### src/rtl/acc_cpu.sv
module acc_cpu #(
  parameter int AW = 12
) (
  input  logic          clk,
  input  logic          rst,
  output logic [AW-1:0] mem_addr,
  output logic [AW+3:0] mem_wdata,
  output logic          mem_we,
  input  logic [AW+3:0] mem_rdata,
  output logic          halted,
  output logic [AW+3:0] acc_dbg
);
  localparam int DW = AW + 4;
  localparam logic [3:0] OP_LOAD  = 4'h1;
  localparam logic [3:0] OP_STORE = 4'h2;
  localparam logic [3:0] OP_ADD   = 4'h3;
  localparam logic [3:0] OP_SUB   = 4'h4;
  localparam logic [3:0] OP_JMP   = 4'h5;
  localparam logic [3:0] OP_JZ    = 4'h6;
  localparam logic [3:0] OP_HALT  = 4'hF;

  typedef enum logic [2:0] {S_FETCH, S_DECODE, S_EXEC, S_READ, S_HALT} st_t;

  st_t           st;
  logic [AW-1:0] pc;
  logic [DW-1:0] ir, acc, res;
  logic          zf, nf;

  wire [3:0]    op  = ir[DW-1:AW];
  wire [AW-1:0] opa = ir[AW-1:0];
  wire          exe = (st == S_EXEC);

  assign mem_addr  = exe ? opa : pc;
  assign mem_we    = exe && (op == OP_STORE);
  assign mem_wdata = acc;
  assign halted    = (st == S_HALT);
  assign acc_dbg   = acc;

  always_comb begin
    case (op)
      OP_ADD:  res = acc + mem_rdata;
      OP_SUB:  res = acc - mem_rdata;
      default: res = mem_rdata;
    endcase
  end

  always_ff @(posedge clk) begin
    if (rst) begin
      st  <= S_FETCH;
      pc  <= '0;
      ir  <= '0;
      acc <= '0;
      zf  <= 1'b0;
      nf  <= 1'b0;
    end else begin
      case (st)
        S_FETCH:  st <= S_DECODE;
        S_DECODE: begin
          ir <= mem_rdata;
          pc <= pc + 1'b1;
          st <= S_EXEC;
        end
        S_EXEC: begin
          st <= S_FETCH;
          case (op)
            OP_LOAD, OP_ADD, OP_SUB: st <= S_READ;
            OP_JMP:  pc <= opa;
            OP_JZ:   if (zf) pc <= opa;
            OP_HALT: st <= S_HALT;
            default: ;
          endcase
        end
        S_READ: begin
          acc <= res;
          zf  <= (res == '0);
          nf  <= res[DW-1];
          st  <= S_FETCH;
        end
        default: st <= S_HALT;
      endcase
    end
  end


  pc_step_chk: assert property (@(posedge clk) disable iff (rst)
    (st == S_DECODE) |=> (pc == $past(pc) + 1'b1));


  halt_sticky_chk: assert property (@(posedge clk) disable iff (rst)
    halted |=> (halted && !mem_we && $stable(acc_dbg)));


  single_write_chk: assert property (@(posedge clk) disable iff (rst)
    mem_we |=> !mem_we);


  flag_hold_chk: assert property (@(posedge clk) disable iff (rst)
    (exe && (op == OP_STORE || op == OP_JMP || op == OP_JZ)) |=> ($stable(zf) && $stable(nf)));


  flag_match_chk: assert property (@(posedge clk) disable iff (rst)
    (st == S_READ) |=> ((zf == (acc == '0)) && (nf == acc[DW-1])));


  acc_only_read_chk: assert property (@(posedge clk) disable iff (rst)
    (st != S_READ) |=> $stable(acc));
endmodule

### config.mk
export PLATFORM = sky130hd
export DESIGN_NAME = acc_cpu
export DESIGN_NICKNAME = d
export VERILOG_FILES = /design/src/rtl/acc_cpu.sv
export SDC_FILE = /design/constraint.sdc
export NUM_CORES = 1
export LEC_CHECK = 0
export BUFFER_PORTS_ARGS = -buffer_cell sky130_fd_sc_hd__buf_2
export CAP_MARGIN = 20
export CORE_MARGIN = 2
export CORE_UTILIZATION = 45
export DETAILED_ROUTE_END_ITERATION = 7
export PLACE_DENSITY = 0.71
export SLEW_MARGIN = 20
export SYNTH_ARGS = -nofsm -noshare
export SYNTH_HDL_FRONTEND = slang
export SYNTH_SLANG_ARGS = --single-unit
### constraint.sdc
create_clock -name clk -period 5.6 [get_ports clk]
set_input_delay 0.84 -clock clk [delete_from_list [all_inputs] [get_ports clk]]
set_output_delay 0.84 -clock clk [all_outputs]
set_load 0.005 [all_outputs]
# After elaboration in Yosys (flattened, before gate mapping)
# Index checks and enable logic that the tools add are counted.
[word_totals]
latchBits = 0
rom_bits = 0
ram_bits = 0
mem_count = 0
output_inout_bits = 46
regBits = 48
[classes]
add_sub_neg = 3
mux = 7
reduce_logical = 6
shifts = 0
magnitude_cmp = 0
n_mul = 0
n_bitwise = 0
div = 0
n_eq_ne = 13
[ops]
columns = ["cell", "count"]
rows = [
  ["12-bit case mux with 2 select lines", 2],
  ["16-bit case mux with 2 select lines", 1],
  ["12-bit 2-to-1 mux", 2],
  ["16-bit adder", 1],
  ["16-bit zero test", 1],
  ["16-bit subtractor", 1],
  ["12-bit by 1-bit adder with 12-bit output (second input constant)", 1],
  ["4-bit by 3-bit equality test with 1-bit output (second input constant)", 3],
  ["3-bit case mux with 4 select lines", 1],
  ["4-bit by 2-bit equality test with 1-bit output (second input constant)", 2],
  ["3-bit by 2-bit equality test with 1-bit output (second input constant)", 2],
  ["3-bit case mux with 2 select lines", 1],
  ["4-bit by 1-bit equality test with 1-bit output (second input constant)", 1],
  ["4-bit equality test (second input constant)", 1],
  ["3-bit by 1-bit equality test with 1-bit output (second input constant)", 1],
  ["3-bit equality test (second input constant)", 1],
  ["3-bit zero test", 1],
  ["3-bit by 1-bit inequality test with 1-bit output (second input constant)", 1],
  ["3-bit inequality test (second input constant)", 1],
  ["3-bit AND reduction", 1],
  ["3-bit OR reduction", 1],
  ["2-bit nonzero test", 1],
  ["1-bit logical AND", 1],
]

# Depth between registers and ports, before layout
[depth]
ltp_word = 4
mapped_depth = 16
depth_no_buf = 14

# Worst setup path after synthesis
# Ideal clock, no wire load.
[synth_timing]
kind = "input port to flip-flop"
from = "input port mem_rdata[2]"
to = "register zf"
path_stages = 13
setup_slack_ps = 1669
n_path_buf = 1
arrival_time_ps = 3874
path_cell_list = "clkbuf_1 nor4_2 nand2_1 o41ai_1 xor2_1 ha_1 and4_1 or3b_2 o211ai_1 o21ai_0 nor4_1 o2111a_1 a21o_1"
[synth_via]
elab_chain_len = 3
elab_cells_between_ends = 4
classes_between = "2 x add/sub; 1 x mux; 1 x reduce/logical"
[synth_rtl]
columns = ["element", "line_no", "rtl"]
rows = [
  ["from (decl)", "9", "input logic [AW+3:0] mem_rdata,"],
  ["16-bit subtractor or 16-bit adder (tied branches)", "42, 41", ""],
  ["16-bit case mux with 2 select lines (*)", "40", "case (op)"],
  ["16-bit zero test (*)", "75", "zf <= (res == '0);"],
  ["to (signal assigned)", "75", ""],
  ["to (decl)", "27", "logic zf, nf;"],
]
# Every way passes the cells marked *; elsewhere a longest branch is shown, timed or not.
# A chain may end at the register's enable or synchronous reset.

# Worst setup path after layout
# Ends and elaborated chain as after synthesis.

==> results.toml <==
[grt]
grt_pass1_wl_mm = 16.2
grt_use_total_pct = 22.4
gr-total-overflow = 0
grt_util_met2_pct = 37.7
top_usage_layer = "met2"
antenna_found_initial = 0
grt_util_met3_pct = 2.85
grt_max_degree = 50
met1_usage_pct = 30.5
grt_pass1_vias = 3334

[critical_path]
crit_required_ns = 5.86
critPathLaunchType = "input port"
cp-endpoint = "zf$_SDFFE_PP0N_"
end_kind = "flop"
reg2reg_to = "zf$_SDFFE_PP0N_"
worstReg2RegStart = "ir[14]$_SDFFE_PP0N_"
r2r_cells = 12
cp.arrival_ns = 4.34
critPathLaunch = "mem_rdata[2]"
ff2ff_setup_slack_ns = 1.65
worstPathMaxFanout = 7
critical_path_class = "input port to flop"

[sta]
fin_ws_ns = 1.52
clock.fmax_mhz = 245
whs_ns = 0.460
setup_viol = 0
maxSlewHeadroom_pct = 32.4
maxSlewViolCount = 0
period_share_pct = 72.9
fin_worst_skew_ns = 0.00689
max_slew.worst_pin.slew_ns = 1.01
rsz0062_at_grt = "false"
hold_viol = 0
setup_tns_ns = 0
period_needed_ns = 4.08

[die]
fp.dieW_microns = 95.5
rows = 33
io_pins = 64
die-area_sq_um = 9120
placeableCoreArea_sq_um = 8180
initial_utilization_pct = 46.1
chipHeight_microns = 95.5

[drt]
remaining_drc_errors = 0
avgRoutedWirePerCell_microns = 15.4
drtIter0Drc = 199
num_vias = 3724
viasPerCell = 5.81
drtAntennaViolNets = 0
wirelength_mm = 9.90
dr.pass1.iters = 5

[cells_and_area]
finish.instance_area_sq_um = 4100
layout.nets = 572
area_growth_pct = 8.87
n_antenna_cell = 0
layout-drive-gt1-share_pct = 16.8

[min_path]
hp-start = "ir[11]$_SDFFE_PP0N_"
hp-class = "flop to flop"

[logic_synthesis]
yosysUniqueCellTypes = 70
ys_warn_count = 0
yosysSeqAreaShare_pct = 25.5
ys.flop_type = "dfxtp_1"
synth_fp_nets = 548
avgSynthCellArea_sq_um = 7.36
synth-seq-cells = 48
synth-edff-count = 0
syn_inst = 512
async_flop_share_pct = 0
syn-cell-area_sq_um = 3770

[clock_tree]
clk_pin_slew_ns = 0.10
clk_latency_ns = 0.31
hold_buffers = 0
cts_made_buffers = 5
cts_max_level = 2
ctsResizeCount = 0
clock-sinks = 48
cts_setup_buffers = 0
cts_root_buf = "clkbuf_8"
clock_path_buffers = 2
cts_tree = "built"

[job]
drv_cap = 0

[place]
gp_congestion = 0.960
pre_cts_slack_ns = 1.31
dpl.hpwl_mm = 7.31
port_buffers = 63
place_area_sq_um = 3970

[power_and_ir_drop]
ir_worst_vdd_mv = 0.156
p_per_area_nw_per_um2 = 228
leakage_uw = 0.00171

[outcome]
status = "finished clean"
[cell usage after synthesis, types with 11 or more instances]
| cell type | instances | area share (%) |
|---|---|---|
| buf_4 | 18 | 3.6 |
| ha_1 | 17 | 5.6 |
| dfxtp_1 | 48 | 26 |
| nand3_1 | 13 | 1.7 |
| a21oi_1 | 31 | 4.1 |
| nor2_1 | 57 | 5.7 |
| o21ai_0 | 21 | 2.8 |
| inv_1 | 11 | 1.1 |
| clkbuf_1 | 22 | 2.2 |
| xnor2_1 | 11 | 2.6 |
| nand2_1 | 103 | 10 |
[flip-flops by register name (all words and copies together), names as in the netlist]
signal and flops:
zf 1, pc 12, acc_dbg 16, st 3
ir 16
[how the worst min path moves through the flow]
stage	end	cells past startpoint
6_report	ir[11]$_SDFFE_PP0N_	2
3_5_place_dp	ir[2]$_SDFFE_PP0N_	2
5_1_grt	ir[11]$_SDFFE_PP0N_	2
3_3_place_gp	ir[6]$_SDFFE_PP0N_	2
4_1_cts	ir[2]$_SDFFE_PP0N_	2
2_1_floorplan	ir[10]$_SDFFE_PP0N_	2
[stage by stage]
step / instances / util [%] / total power, uW
3_5_place_dp: 634 / 48.5 / 636
2_1_floorplan: 512 / - / 578
6_report: 641 / 50.2 / 936
3_3_place_gp: 634 / 48.5 / 631
5_1_grt: 641 / 50.2 / 986
4_1_cts: 641 / 50.1 / 941
[worst max-delay path, stage by stage]
cell and delay, ns:
buf_2 0.15, nor4_2 0.49, nand3_1 0.21, o21ai_0 0.26, xor2_1 0.11, ha_1 0.43, and4_1 0.30, or3b_2 0.46
o211ai_1 0.29, o21ai_0 0.15, nor4_1 0.32, o2111a_1 0.22, a21o_1 0.10
[per-layer routing]
metal | vias up | share of wire [%]
met5 | - | 0
met4 | 0 | 1.4
met3 | 11 | 4.5
met2 | 101 | 47
met1 | 1759 | 47
li1 | 1853 | -
[kinds of logic after synthesis]
group                    share of synthesized area [%]
AND/OR/NAND/NOR                                   29.2
AO/OA/AOI/OAI                                     25.4
buffers and inverters                             8.04
flip-flops                                        25.5
XOR/XNOR                                          4.88
adder cells (fa/ha/maj)                           6.18
multiplexers                                     0.797
[layout make-up]
| cell class | instances | area (sq um) |
|---|---|---|
| clock inverters | 2 | 60.1 |
| repair buffers | 64 | 323 |
| flip-flops and latches | 48 | 961 |
| multi-input cells | 406 | 2520 |
| inverters | 11 | 41.3 |
| fillers | 814 | 4070 |
| well taps | 105 | 131 |
| clock buffers | 5 | 68.8 |
[report_power, final]
part           leakage [uW]  internal, uW  switching [uW]  total [uW]
Combinational       0.00126          98.0             158         256
Sequential         0.000390           358            18.7         377
Clock             0.0000642           176             127         303
[cell usage in the layout (no fill, tap or decap), types with 3 or more instances in the layout]
cell / synthesis / routed
nand2_1: 103 / 103
buf_2: 1 / 63
nor2_1: 57 / 56
dfxtp_1: 48 / 48
a21oi_1: 31 / 31
o21ai_0: 21 / 21
ha_1: 17 / 17
nand3_1: 13 / 13
inv_1: 11 / 11
xnor2_1: 11 / 11
xor2_1: 10 / 10
a211oi_1: 10 / 10
and3_1: 9 / 9
nor3_1: 9 / 8
a22oi_1: 8 / 8
nor4_1: 7 / 7
o21a_1: 6 / 6
a311oi_1: 6 / 6
clkbuf_8: 0 / 5
a21o_1: 4 / 4
nor3b_1: 4 / 4
nand2b_1: 4 / 4
a22o_1: 4 / 4
o31ai_1: 3 / 3
or3_1: 3 / 3
or2_2: 3 / 3
a21bo_2: 3 / 3
o2111a_1: 3 / 3
and2_1: 3 / 3
o211ai_1: 3 / 3
o31a_1: 3 / 3
mux2i_1: 3 / 3
a21boi_0: 3 / 3
No activity file was read; power rests on OpenSTA's default activity.
